--- src/rtl/mwu_pkg.sv ---
package mwu_pkg;
    localparam int unsigned DEF_AW         = 48;
    localparam int unsigned DEF_LINE_BYTES = 64;
endpackage

--- src/rtl/mwu_line_align.sv ---
module mwu_line_align #(
    parameter int unsigned AW         = mwu_pkg::DEF_AW,
    parameter int unsigned LINE_BYTES = mwu_pkg::DEF_LINE_BYTES
) (
    input  logic [AW-1:0] addr_i,
    output logic [AW-1:0] base_o
);
    localparam logic [AW-1:0] OFS_MASK = AW'(LINE_BYTES - 1);

    always_comb begin
        base_o = addr_i & ~OFS_MASK;
    end
endmodule

--- src/rtl/mwu_span_trim.sv ---
module mwu_span_trim #(
    parameter int unsigned LINE_BYTES = mwu_pkg::DEF_LINE_BYTES,
    localparam int unsigned LW        = $clog2(LINE_BYTES)
) (
    input  logic [LW-1:0] ofs_i,
    output logic [LW:0]   len_o
);
    localparam logic [LW:0] FULL = (LW+1)'(LINE_BYTES);

    always_comb begin
        if (ofs_i == '0) begin
            len_o = FULL;
        end else begin
            len_o = FULL - {1'b0, ofs_i};
        end
    end
endmodule

--- src/rtl/mwu_snoop_cmp.sv ---
module mwu_snoop_cmp #(
    parameter int unsigned AW = mwu_pkg::DEF_AW
) (
    input  logic          inv_vld_i,
    input  logic [AW-1:0] inv_paddr_i,
    input  logic          armed_i,
    input  logic          waiting_i,
    input  logic [AW-1:0] line_i,
    output logic          hit_o
);
    always_comb begin
        hit_o = inv_vld_i && armed_i && waiting_i && (inv_paddr_i == line_i);
    end
endmodule

--- src/rtl/line_wake_unit.sv ---
module line_wake_unit #(
    parameter int unsigned AW         = mwu_pkg::DEF_AW,
    parameter int unsigned LINE_BYTES = mwu_pkg::DEF_LINE_BYTES,
    localparam int unsigned LW        = $clog2(LINE_BYTES)
) (
    input  logic          clk,
    input  logic          rst_n,
    input  logic          arm_vld,
    input  logic [AW-1:0] arm_vaddr,
    input  logic          wait_vld,
    input  logic [AW-1:0] wait_paddr,
    input  logic          inv_vld,
    input  logic [AW-1:0] inv_paddr,
    input  logic          wake_set,
    output logic          armed_o,
    output logic          waiting_o,
    output logic          pending_o,
    output logic          wake_o,
    output logic          skip_o,
    output logic [AW-1:0] line_addr_o,
    output logic [AW-1:0] mon_vaddr_o,
    output logic [LW:0]   mon_len_o
);
    typedef struct packed {
        logic          armed;
        logic          waiting;
        logic          pend;
        logic          wake;
        logic          skip;
        logic [AW-1:0] line;
        logic [AW-1:0] vaddr;
    } mon_state_t;

    mon_state_t st_d, st_q;
    logic [AW-1:0] wait_base;
    logic          snoop_hit;

    mwu_line_align #(.AW(AW), .LINE_BYTES(LINE_BYTES)) u_align (
        .addr_i (wait_paddr),
        .base_o (wait_base)
    );

    mwu_span_trim #(.LINE_BYTES(LINE_BYTES)) u_trim (
        .ofs_i (st_q.vaddr[LW-1:0]),
        .len_o (mon_len_o)
    );

    mwu_snoop_cmp #(.AW(AW)) u_cmp (
        .inv_vld_i   (inv_vld),
        .inv_paddr_i (inv_paddr),
        .armed_i     (st_q.armed),
        .waiting_i   (st_q.waiting),
        .line_i      (st_q.line),
        .hit_o       (snoop_hit)
    );

    always_comb begin
        st_d      = st_q;
        st_d.wake = 1'b0;
        st_d.skip = 1'b0;
        if (wake_set) begin
            st_d.pend = 1'b1;
        end
        if (arm_vld) begin
            st_d.armed = 1'b1;
            st_d.vaddr = arm_vaddr;
            st_d.line  = '0;
        end else begin
            if (snoop_hit) begin
                st_d.waiting = 1'b0;
                st_d.wake    = 1'b1;
            end
            if (wait_vld) begin
                if (st_q.pend) begin
                    st_d.pend = wake_set;
                    st_d.skip = 1'b1;
                end else begin
                    st_d.line    = wait_base;
                    st_d.waiting = 1'b1;
                end
            end
        end
    end

    always_ff @(posedge clk) begin
        if (!rst_n) begin
            st_q <= '0;
        end else begin
            st_q <= st_d;
        end
    end

    assign armed_o     = st_q.armed;
    assign waiting_o   = st_q.waiting;
    assign pending_o   = st_q.pend;
    assign wake_o      = st_q.wake;
    assign skip_o      = st_q.skip;
    assign line_addr_o = st_q.line;
    assign mon_vaddr_o = st_q.vaddr;

    // an arm leaves the unit armed with a cleared line address
    p_arm_clears_line_r2: assert property (@(posedge clk) disable iff (!rst_n)
        $past(arm_vld) |-> (armed_o && line_addr_o == '0));

    // waiting only rises after a wait that found no pending wakeup
    p_sleep_entry_r4: assert property (@(posedge clk) disable iff (!rst_n)
        $rose(waiting_o) |-> $past(wait_vld && !arm_vld && !pending_o));

    // a skip pulse follows a wait that consumed the pending flag
    p_skip_cause_r5: assert property (@(posedge clk) disable iff (!rst_n)
        skip_o |-> $past(wait_vld && !arm_vld && pending_o));

    // a wake pulse follows an exact match while armed and waiting, without an arm
    p_wake_cause_r6: assert property (@(posedge clk) disable iff (!rst_n)
        wake_o |-> $past(inv_vld && !arm_vld && armed_o && waiting_o
                         && inv_paddr == line_addr_o));

    // a wakeup never disarms the monitor
    p_wake_keeps_arm_r7: assert property (@(posedge clk) disable iff (!rst_n)
        wake_o |-> armed_o);

    // wake_set is visible as pending in the next cycle
    p_pend_set_r11: assert property (@(posedge clk) disable iff (!rst_n)
        $past(wake_set) |-> pending_o);
endmodule

--- config.mk ---
export PLATFORM = sky130hd
export DESIGN_NAME = line_wake_unit
export DESIGN_NICKNAME = d
export VERILOG_FILES = /design/src/rtl/mwu_pkg.sv /design/src/rtl/mwu_line_align.sv /design/src/rtl/mwu_span_trim.sv /design/src/rtl/mwu_snoop_cmp.sv /design/src/rtl/line_wake_unit.sv
export SDC_FILE = /design/constraint.sdc
export NUM_CORES = 1
export LEC_CHECK = 0
export ABC_AREA = 1
export BUFFER_PORTS_ARGS = -buffer_cell sky130_fd_sc_hd__buf_2
export CAP_MARGIN = 0
export CORE_AREA = 2 2 99 101
export DETAILED_ROUTE_END_ITERATION = 10
export DIE_AREA = 0 0 101 103
export PLACE_DENSITY = 0.88
export SLEW_MARGIN = 20
export SYNTH_ARGS = -nofsm -noshare
export SYNTH_HDL_FRONTEND = slang
export SYNTH_SLANG_ARGS = --single-unit
--- constraint.sdc ---
create_clock -name clk -period 2.7 [get_ports clk]
set_input_delay 0.54 -clock clk [delete_from_list [all_inputs] [get_ports clk]]
set_output_delay 0.54 -clock clk [all_outputs]
set_load 0.1 [all_outputs]
* Yosys cells after proc, flatten, opt, wreduce, memory -nomap -nowiden
Cells that the tools add are included.
** Storage, ports and cells
- Register bits after elaboration :: 95
- Output and inout bits :: 108
- Bits of input ports :: 150
- Logic and storage cells :: 30
** Operators by class
- Equal/unequal tests :: 1
- Bitwise logic cells :: 3
- Mux-type cells :: 11
- Reduce and logical (&&, ||, !) cells :: 7
- Add/sub/neg operators :: 1
** Operators with widths (count)
- 2-to-1 mux 49 bit :: 1
- equality test 48 bit :: 1
- 2-to-1 mux 48 bit :: 1
- 2-to-1 mux 7 bit :: 1
- subtractor 7 x 6 -> 7 bit, first input constant :: 1
- logical NOT 6 bit :: 1
- 2-to-1 mux 1 bit :: 6
- logical AND 1 bit :: 3
- 2-to-1 mux 3 bit :: 1
- inverter 1 bit :: 3
- OR reduction 3 bit :: 1
- 2-to-1 mux 2 bit :: 1
- AND reduction 2 bit :: 1
- OR reduction 2 bit :: 1

* Longest topological paths before layout
Gate-level depths: netlist of run 1.
- Depth in word-level cells :: 7
- Gate-level depth with buffers :: 11
- Mapped depth without buffers :: 11

* Cells and area by module
Synthesis of run 1 repeated with hierarchy kept, for this count alone.
** Second synthesis, totals
- Cell total of the unflattened synthesis :: 743
- Area, all modules :: 5074.9 µm²
** By module, submodules not included
- line_wake_unit :: area each 3768.6 µm², times used 1, cells each 496, sequential area each 2021.9 µm²
- mwu_snoop_cmp :: area each 785.8 µm², times used 1, cells each 171, sequential area each 0.0 µm²
- mwu_line_align :: area each 364.1 µm², times used 1, cells each 49, sequential area each 0.0 µm²
- mwu_span_trim :: area each 156.4 µm², times used 1, cells each 27, sequential area each 0.0 µm²

* Worst setup path before layout of run 1
OpenSTA, ideal clock, no wires.
- Path kind :: reg2out
- From :: register st_q (netlist bit mon_vaddr_o[0])
- To :: output port mon_len_o[3]
- Data required time :: 2160 ps
- Path buffers :: 0
- Arrival :: 3727 ps
- Stages on the path, launching flop included :: 8
- Setup slack :: -1567 ps
- Cell sequence :: dfxtp_1 inv_1 ha_1 nand3_1 nor2_1 inv_1 nor2_1 a21oi_1
** Between the ends
- Word-level cells in the longest chain between the ends :: 2
- Elaborated cells on any way between the ends :: 3
- Classes of those cells :: add/sub: 1; mux: 1; reduce/logical: 1
** Ends and longest elaborated chain
- start, declared :: line line_wake_unit.sv:34 : mon_state_t st_d, st_q;
- start signal, assigned :: line line_wake_unit.sv:89 : st_q <= st_d;
- subtractor 7 x 6 -> 7 bit / logical NOT 6 bit (equally long branches) :: line mwu_span_trim.sv:14, mwu_span_trim.sv:11
- 2-to-1 mux 7 bit * :: line mwu_span_trim.sv:11 : if (ofs_i == '0) begin
- end, declared :: line line_wake_unit.sv:22 : output logic [LW:0] mon_len_o
Mark *: on every way between the ends. The rest lies on a longest branch, timed or not.

* Worst setup path in the final report of run 1
- From :: register st_q (netlist bit mon_vaddr_o[2])
- To :: output port mon_len_o[5]
The elaborated chain is that of the path after synthesis.

==> results of run 1 <==
path summary, 6_finish.rpt:
check	depth (start not counted)	endpoint	start	slack [ns]
worst min register to register	2	line_addr_o[40]$_SDFFE_PP0P_	line_addr_o[40]$_SDFFE_PP0P_	0.49
worst max-delay path	5	mon_len_o[5]	mon_vaddr_o[2]$_SDFFE_PN0P_	0.14
worst max register to register	6	line_addr_o[7]$_SDFFE_PP0P_	pending_o$_SDFF_PN0_	1.15
worst min-delay path	3	pending_o$_SDFF_PN0_	wake_set	0.39
synth_stat cells:
library cell	n	share of area
a211oi_1	14	0.025
a21oi_1	26	0.031
buf_1	2	0.0018
buf_2	8	0.0094
buf_4	8	0.014
buf_6	2	0.0053
clkbuf_1	14	0.012
clkinv_4	1	0.0021
conb_1	1	0.00088
dfxtp_1	95	0.45
ha_1	1	0.0029
inv_1	93	0.082
inv_2	2	0.0018
mux2i_1	1	0.0023
nand2_1	121	0.11
nand2_2	1	0.0015
nand3_1	4	0.0047
nand4_1	3	0.0044
nor2_1	144	0.13
nor2_2	1	0.0015
nor3_1	2	0.0023
o21ai_0	80	0.094
o21ai_1	2	0.0023
xnor2_1	8	0.016
xor2_1	2	0.0041
cell type report:
| cell class | count | share of cell area |
|---|---|---|
| diodes | 1 | 0.000431 |
| repair buffers | 252 | 0.225 |
| inverters | 96 | 0.0630 |
| clock inverters | 7 | 0.0166 |
| clock buffers | 9 | 0.0214 |
| well taps | 114 | 0.0246 |
| flip-flops and latches | 95 | 0.329 |
| multi-input cells | 416 | 0.321 |
registers in the layout, summed over array words and instances (netlist names):
signal / cells
line_addr_o: 42
mon_vaddr_o: 48
pending_o: 1
waiting_o: 1
armed_o: 1
wake_o: 1
skip_o: 1
worst reg2reg max path, delay by kind of cell (launching register included):
family	cells	cell delay, ns
buffers and inverters	3	0.78
AND/OR/NAND/NOR	1	0.06
AO/OA/AOI/OAI	2	0.29
flip-flops	1	0.37
per-layer routing:
layer	share of wire	vias up	global-route usage
li1	-	2406	-
met1	0.41	2060	0.261
met2	0.48	220	0.410
met3	0.089	24	0.0603
met4	0.023	2	0.108
met5	0.0010	-	0
power by group through the flow:
| stage | logic [uW] | registers (uW) | clock network (uW) |
|---|---|---|---|
| 2_1_floorplan | 418 | 2140 | 0 |
| 3_3_place_gp | 1250 | 1560 | 0 |
| 3_5_place_dp | 1260 | 1560 | 0 |
| 4_1_cts | 1260 | 1530 | 1060 |
| 5_1_grt | 1330 | 1540 | 1100 |
| 6_report | 1260 | 1530 | 1040 |
cell families after synthesis:
group / synth area share
AO/OA/AOI/OAI: 0.151
XOR/XNOR: 0.0205
adder cells (fa/ha/maj): 0.00293
buffers and inverters: 0.128
flip-flops: 0.446
multiplexers: 0.00235
other: 0.000879
AND/OR/NAND/NOR: 0.248
per-stage QoR:
step	cells	total power [uW]	cell area (um^2)
after detailed placement	973	2820	5580
after global routing	990	3980	5800
after CTS	989	3850	5800
after global placement	973	2810	5580
after floorplan	641	2560	4320
final	990	3830	5800
==> flow_summary.toml, run 1 <==
[run_status]
status = "finished, final reports clean"

[floorplanning]
die_h_um = 103
initial_core_util = 0.451
core_um2 = 9460
die_w_um = 101
fp-row-count = 36
ioPinCount = 258
dieArea_um2 = 10400

[global_routing]
antenna_found_initial = 2
grt_overflow = 0
grt_max_degree = 52
grt_pass1_wl_um = 19000
grt_pass1_vias = 4291
grtUsageTotal = 0.231

[timing]
fin_setup_tns_ns = 0
finalCritPeriodShare = 0.948
fin_skew_ns = 0.00715
setup_viol = 0
slew_headroom = 0.664
setup_slack_ns = 0.141
maxSlewViolCount = 0
worst_slew_pin_slew_ns = 0.504
rsz0062_at_grt = "false"
min_period_ns = 2.56
hold_viol = 0
max_clock_freq_ghz = 0.391
hold_slack_ns = 0.388

[pwr]
leakagePower_uw = 0.00317
p_int_uw = 2250
power.clock.fraction = 0.272
netSwitchingFraction = 0.411
power_density_nw_per_um2 = 660
p_seq_frac = 0.400
netSwitchingPower_uw = 1570
p_comb_frac = 0.329
irDropWorstVdd_mv = 0.414

[clocking]
clk_latency_ns = 0.36
cts_setup_buffers = 0
cts_buffer_depth = 2
cts-root-buf = "clkbuf_8"
numClockSinks = 95
clk_pin_slew_ns = 0.09
h-tree-depth = 3
cts_buffers = 9
cts_resized = 0
cts_hold_buf = 0
cts_tree = "yes"

[critical_path]
slowest_delay_ns = 0.44
timing.critical_path.arrival_ns = 2.02
required_ns = 2.16
crit_buf_inv = 2
crit_type = "flip-flop to output port"
path_cells = "inv_1 -> nand3_1 -> nor3_1 -> mux2i_4 -> buf_2"
cp_slowest_cell = "buf_2"
crit_fanout = 4
start_kind = "flip-flop"
end_kind = "output port"
cp_top_family = "buffers and inverters"

[cells_and_area]
register_area_um2 = 1910
nFillCells = 861
fin_nets = 1021
syn2layout_area_growth_pct = 36.0
mostFrequentLayoutCell = "buf_2"
postLayoutCoreUtil = 0.613
layout_common_cells = "buf_2, nor2_1, nand2_1"
layout-drive-gt1-share = 0.322
multi_input_area_um2 = 1860

[place]
hpwl_um = 9650
io_buffers = 245
preCtsSetupSlack_ns = 0.536
gp_congestion = 0.870

[drt]
ant_nets = 0
wirelength_um = 12600
drt-initial-drc-count = 103
vias_per_cell = 4.76
first_pass_iters = 5
wl_per_cell_um = 12.7
drc = 0
vias = 4712

[min_path]
hold_path.class = "input port to flip-flop"

[yosys]
postSynthAreaPerCell_um2 = 6.71
syn_inst = 636
synth-seq-cells = 95
syn_area_um2 = 4270
synth_warnings = 0
synth.distinct_cells = 25
yosysSeqAreaShare = 0.446

[flow_run]
cap_violations = 0
Power figures use the tool's default switching activity.
==> run 2, diff against run 1 <==
RECOVER_POWER = 25   (was unset)
==> run 2 against run 1 <==
The flow now finishes with violations (capacitance limit, slew limit). Via count fell by 0.98%. Routed wire length hardly changed. Design area down 0.41%. Clock-buffer cell count unchanged. Non-clock buffer count stayed put. Critical path depth stayed put.
==> flow_summary.toml, run 2 (same netlist as run 1, synthesis figures left out) <==
[floorplanning]
core_um2 = 9460
die_h_um = 103
ioPinCount = 258
initial_core_util = 0.451
fp-row-count = 36
die_w_um = 101
dieArea_um2 = 10400

[critical_path]
required_ns = 2.16
start_kind = "flip-flop"
crit_fanout = 4
timing.critical_path.arrival_ns = 2.01
rr_worst_depth = 6
crit_buf_inv = 2
cp_slowest_cell = "buf_2"
cp.depth = 5
slowest_delay_ns = 0.44
crit_type = "flip-flop to output port"
path_cells = "inv_1 -> nand3_1 -> nor3_1 -> mux2i_4 -> buf_2"
end_kind = "output port"
cp_top_family = "buffers and inverters"

[min_path]
worstHoldPathCells = 3
hold_path.class = "input port to flip-flop"

[timing]
min_period_ns = 2.55
setup_viol = 0
max_clock_freq_ghz = 0.392
fin_skew_ns = 0.00692
setup_slack_ns = 0.149
maxSlewViolCount = 46
hold_viol = 0
worst_slew_pin_slew_ns = 1.55
rsz0062_at_grt = "false"
finalCritPeriodShare = 0.945
slew_headroom = -0.0320

[pwr]
p_comb_frac = 0.328
power_density_nw_per_um2 = 662
p_int_uw = 2250
netSwitchingFraction = 0.412
irDropWorstVdd_mv = 0.413
netSwitchingPower_uw = 1570
p_seq_frac = 0.400
leakagePower_uw = 0.00315
power_uw = 3820
power.clock.fraction = 0.272

[drt]
first_pass_iters = 5
vias_per_cell = 4.71
wl_per_cell_um = 12.7
drt-initial-drc-count = 125
drc = 0
vias = 4666
wirelength_um = 12600
ant_nets = 0

[global_routing]
grt_pass1_wl_um = 19000
antenna_found_initial = 2
grtUsageTotal = 0.231
grt_pass1_vias = 4291
grt_max_degree = 52
grt_overflow = 0

[place]
hpwl_um = 9650
preCtsSetupSlack_ns = 0.536
io_buffers = 245
placed_area_um2 = 5580
gp_congestion = 0.870

[clocking]
cts-root-buf = "clkbuf_8"
cts_hold_buf = 0
clk_latency_ns = 0.36
cts_tree = "yes"
cts_resized = 0
cts_buffers = 9
numClockSinks = 95
clk_pin_slew_ns = 0.09
cts_setup_buffers = 0
cts_buffer_depth = 2
h-tree-depth = 3

[cells_and_area]
design_area_um2 = 5780
syn2layout_area_growth_pct = 35.5
fin_nets = 1021
layout_common_cells = "buf_2, nor2_1, nand2_1"
nFillCells = 863
mostFrequentLayoutCell = "buf_2"
largest_register_ffs = 48
layout-drive-gt1-share = 0.320

[run_status]
violations = "capacitance limit, slew limit"
status = "complete, but fails checks"

[flow_run]
cap_violations = 1
run 2: cell count changes in the layout (fill, tap and decap cells not counted):
cell	delta
buf_4	-1
buf_2	-1
buf_12	-1
clkinvlp_2	+1
clkinv_4	-1
clkbuf_1	+2
clkbuf_2	+1
run 2: final timing paths:
check                               start                            to  slack [ns]
min                              wake_set          pending_o$_SDFF_PN0_        0.38
max           mon_vaddr_o[2]$_SDFFE_PN0P_                  mon_len_o[5]        0.15
max reg2reg          pending_o$_SDFF_PN0_   line_addr_o[7]$_SDFFE_PP0P_        1.15
min reg2reg  line_addr_o[40]$_SDFFE_PP0P_  line_addr_o[40]$_SDFFE_PP0P_        0.49
run 2: layer usage:
metal	vias up	share of wire	GRT usage
met4	2	0.024	0.108
met2	201	0.48	0.410
met3	23	0.087	0.0603
met1	2036	0.41	0.261
met5	-	0.0010	0
li1	2404	-	-
run 2: per-stage QoR:
stage / utilization / std cells / TNS, ns / hold slack [ns]
2_1_floorplan: - / 641 / -0.865 / 0.653
3_3_place_gp: 0.590 / 973 / 0 / 0.465
3_5_place_dp: 0.590 / 973 / 0 / 0.473
4_1_cts: 0.613 / 989 / 0 / 0.365
5_1_grt: 0.611 / 990 / 0 / 0.389
6_report: 0.611 / 990 / 0 / 0.385
run 2: final cells by class:
class / instances / area (um^2) / share of cell area
clock inverters: 7 / 96.3 / 0.0167
well taps: 114 / 143 / 0.0247
multi-input cells: 416 / 1860 / 0.322
inverters: 96 / 362 / 0.0626
repair buffers: 252 / 1280 / 0.222
flip-flops and latches: 95 / 1910 / 0.330
clock buffers: 9 / 124 / 0.0214
diodes: 1 / 2.50 / 0.000433
run 2: power groups by stage:
stage                     Clock, uW  Combinational [uW]  Sequential (uW)
after detailed placement          0                1260             1560
after global placement            0                1250             1560
after floorplan                   0                 418             2140
final                          1040                1250             1530
after global routing           1100                1330             1540
after CTS                      1060                1260             1530
run 2: worst reg2reg max path: stages (launching register included):
cell	delay (ns)
dfxtp_1	0.37
nor2_1	0.06
buf_4	0.18
inv_2	0.29
buf_4	0.31
o21ai_0	0.14
a21oi_1	0.15
==> run 3, diff against run 2 <==
CORE_AREA = unset   (was 2 2 99 101)
CORE_UTILIZATION = 25   (was unset)
DIE_AREA = unset   (was 0 0 101 103)
PLACE_DENSITY = 0.55   (was 0.88)
==> run 3 against run 2 <==
The run still ends with capacitance limit, slew limit left. Total power is 5.3% higher. Maximum frequency is 2.6% higher. Non-clock buffer count decreased by 2. Critical path depth up 3. Hold slack improved by 0.027 ns. Combinational power barely moved. Register-to-register slack worse by 0.20 ns. Clock power is 20% higher. Critical path type unchanged. Critical endpoint unchanged.
==> flow_summary.toml, run 3 (same netlist as run 1, synthesis figures left out) <==
[run_status]
status = "complete, but fails checks"
violations = "capacitance limit, slew limit"

[timing]
setup_slack_ns = 0.214
hold_viol = 0
max_clock_freq_ghz = 0.402
worst_slew_pin_slew_ns = 1.93
maxSlewViolCount = 97
fin_skew_ns = 0.00296
rsz0062_at_grt = "false"
fin_setup_tns_ns = 0
slew_headroom = -0.289
setup_viol = 0
min_period_ns = 2.49
hold_slack_ns = 0.412
finalCritPeriodShare = 0.921

[clocking]
clk_latency_ns = 0.34
h-tree-depth = 3
cts_buffers = 9
cts_setup_buffers = 0
clk_pin_slew_ns = 0.08
cts_resized = 0
numClockSinks = 95
cts_tree = "yes"
cts_buffer_depth = 2
cts-root-buf = "clkbuf_16"
cts_hold_buf = 0

[critical_path]
crit_buf_inv = 3
crit_type = "flip-flop to output port"
cp_slowest_cell = "buf_2"
path_cells = "inv_1 -> ha_1 -> nand3_1 -> nor2_1 -> inv_1 -> nand2_1 -> mux2i_4 -> buf_2"
cp_top_family = "buffers and inverters"
r2r_setup_slack_ns = 0.95
end_kind = "output port"
start_kind = "flip-flop"
crit_fanout = 4
cp_common_cell = "inv_1"
required_ns = 2.16
slowest_delay_ns = 0.44
timing.critical_path.arrival_ns = 1.95

[floorplanning]
core_um2 = 16600
die_w_um = 133
initial_core_util = 0.256
dieArea_um2 = 17600
fp-row-count = 47
die_h_um = 133
ioPinCount = 258

[global_routing]
top_usage_layer = "met2"
grtUsageMet2 = 0.265
grt_use_met3 = 0.0586
grt_use_met1 = 0.181
grt_pass1_wl_um = 21300
antenna_found_initial = 2
grtUsageTotal = 0.155
grt_max_degree = 56
grt_pass1_vias = 4248
grt_overflow = 0

[min_path]
hold_path.class = "input port to flip-flop"

[drt]
vias_per_cell = 4.12
first_pass_iters = 4
drt-initial-drc-count = 107
drc = 0
wl_per_cell_um = 12.3
ant_nets = 0
vias = 4508
wirelength_um = 13500

[pwr]
irDropWorstVdd_mv = 0.300
leakagePower_uw = 0.00318
power_density_nw_per_um2 = 675

[flow_run]
cap_violations = 2

[place]
gp_congestion = 0.805
hpwl_um = 10100
io_buffers = 245
placed_area_um2 = 5680
preCtsSetupSlack_ns = 0.584

[cells_and_area]
layout-drive-gt1-share = 0.315
fin_nets = 1019
mostFrequentLayoutCell = "buf_2"
layout_common_cells = "buf_2, nor2_1, nand2_1"
design_area_um2 = 5970
syn2layout_area_growth_pct = 39.9
largest_register_ffs = 48
==> run 3: area by class of cell <==
| class | instances | area [um^2] |
|---|---|---|
| Fill cell | 1885 | 10700 |
| Sequential cell | 95 | 1910 |
| Multi-Input combinational cell | 416 | 1860 |
| Timing Repair Buffer | 250 | 1270 |
| Inverter | 96 | 365 |
| Tap cell | 220 | 275 |
| Clock buffer | 9 | 225 |
| Clock inverter | 7 | 63.8 |
| Antenna cell | 2 | 5.00 |
==> run 3: report_power, final <==
part           leakage [uW]  internal (uW)  switching, uW
clock              0.000143            645            604
sequential         0.000784           1480           47.4
combinational       0.00226            243           1010
total               0.00318           2370           1660
==> run 3: tightest hold or removal path: stages <==
cell	delay, ns
buf_2	0.07
nor2_1	0.03
nor2_1	0.08
==> run 3: per-layer routing <==
metal / vias to the layer above / wire (um) / share of wire
met3: 9 / 1200 / 0.089
met2: 156 / 6250 / 0.46
li1: 2405 / - / -
met1: 1938 / 5940 / 0.44
met5: - / 0 / 0
met4: 0 / 116 / 0.0086
==> run 3: path summary, 6_finish.rpt <==
path | startpoint | endpoint | depth (start not counted)
worst max-delay path | mon_vaddr_o[0]$_SDFFE_PN0P_ | mon_len_o[5] | 8
worst min-delay path | arm_vaddr[21] | mon_vaddr_o[21]$_SDFFE_PN0P_ | 3
worst max register to register | pending_o$_SDFF_PN0_ | line_addr_o[16]$_SDFFE_PP0P_ | 5
worst min register to register | pending_o$_SDFF_PN0_ | skip_o$_SDFF_PP0_ | 2
==> run 3: per-stage QoR <==
step | total power [uW] | cells | utilization
6_report | 4030 | 1095 | 0.359
5_1_grt | 4230 | 1093 | 0.358
3_3_place_gp | 2820 | 1077 | 0.342
4_1_cts | 4100 | 1093 | 0.359
3_5_place_dp | 2820 | 1077 | 0.342
2_1_floorplan | 2560 | 641 | -
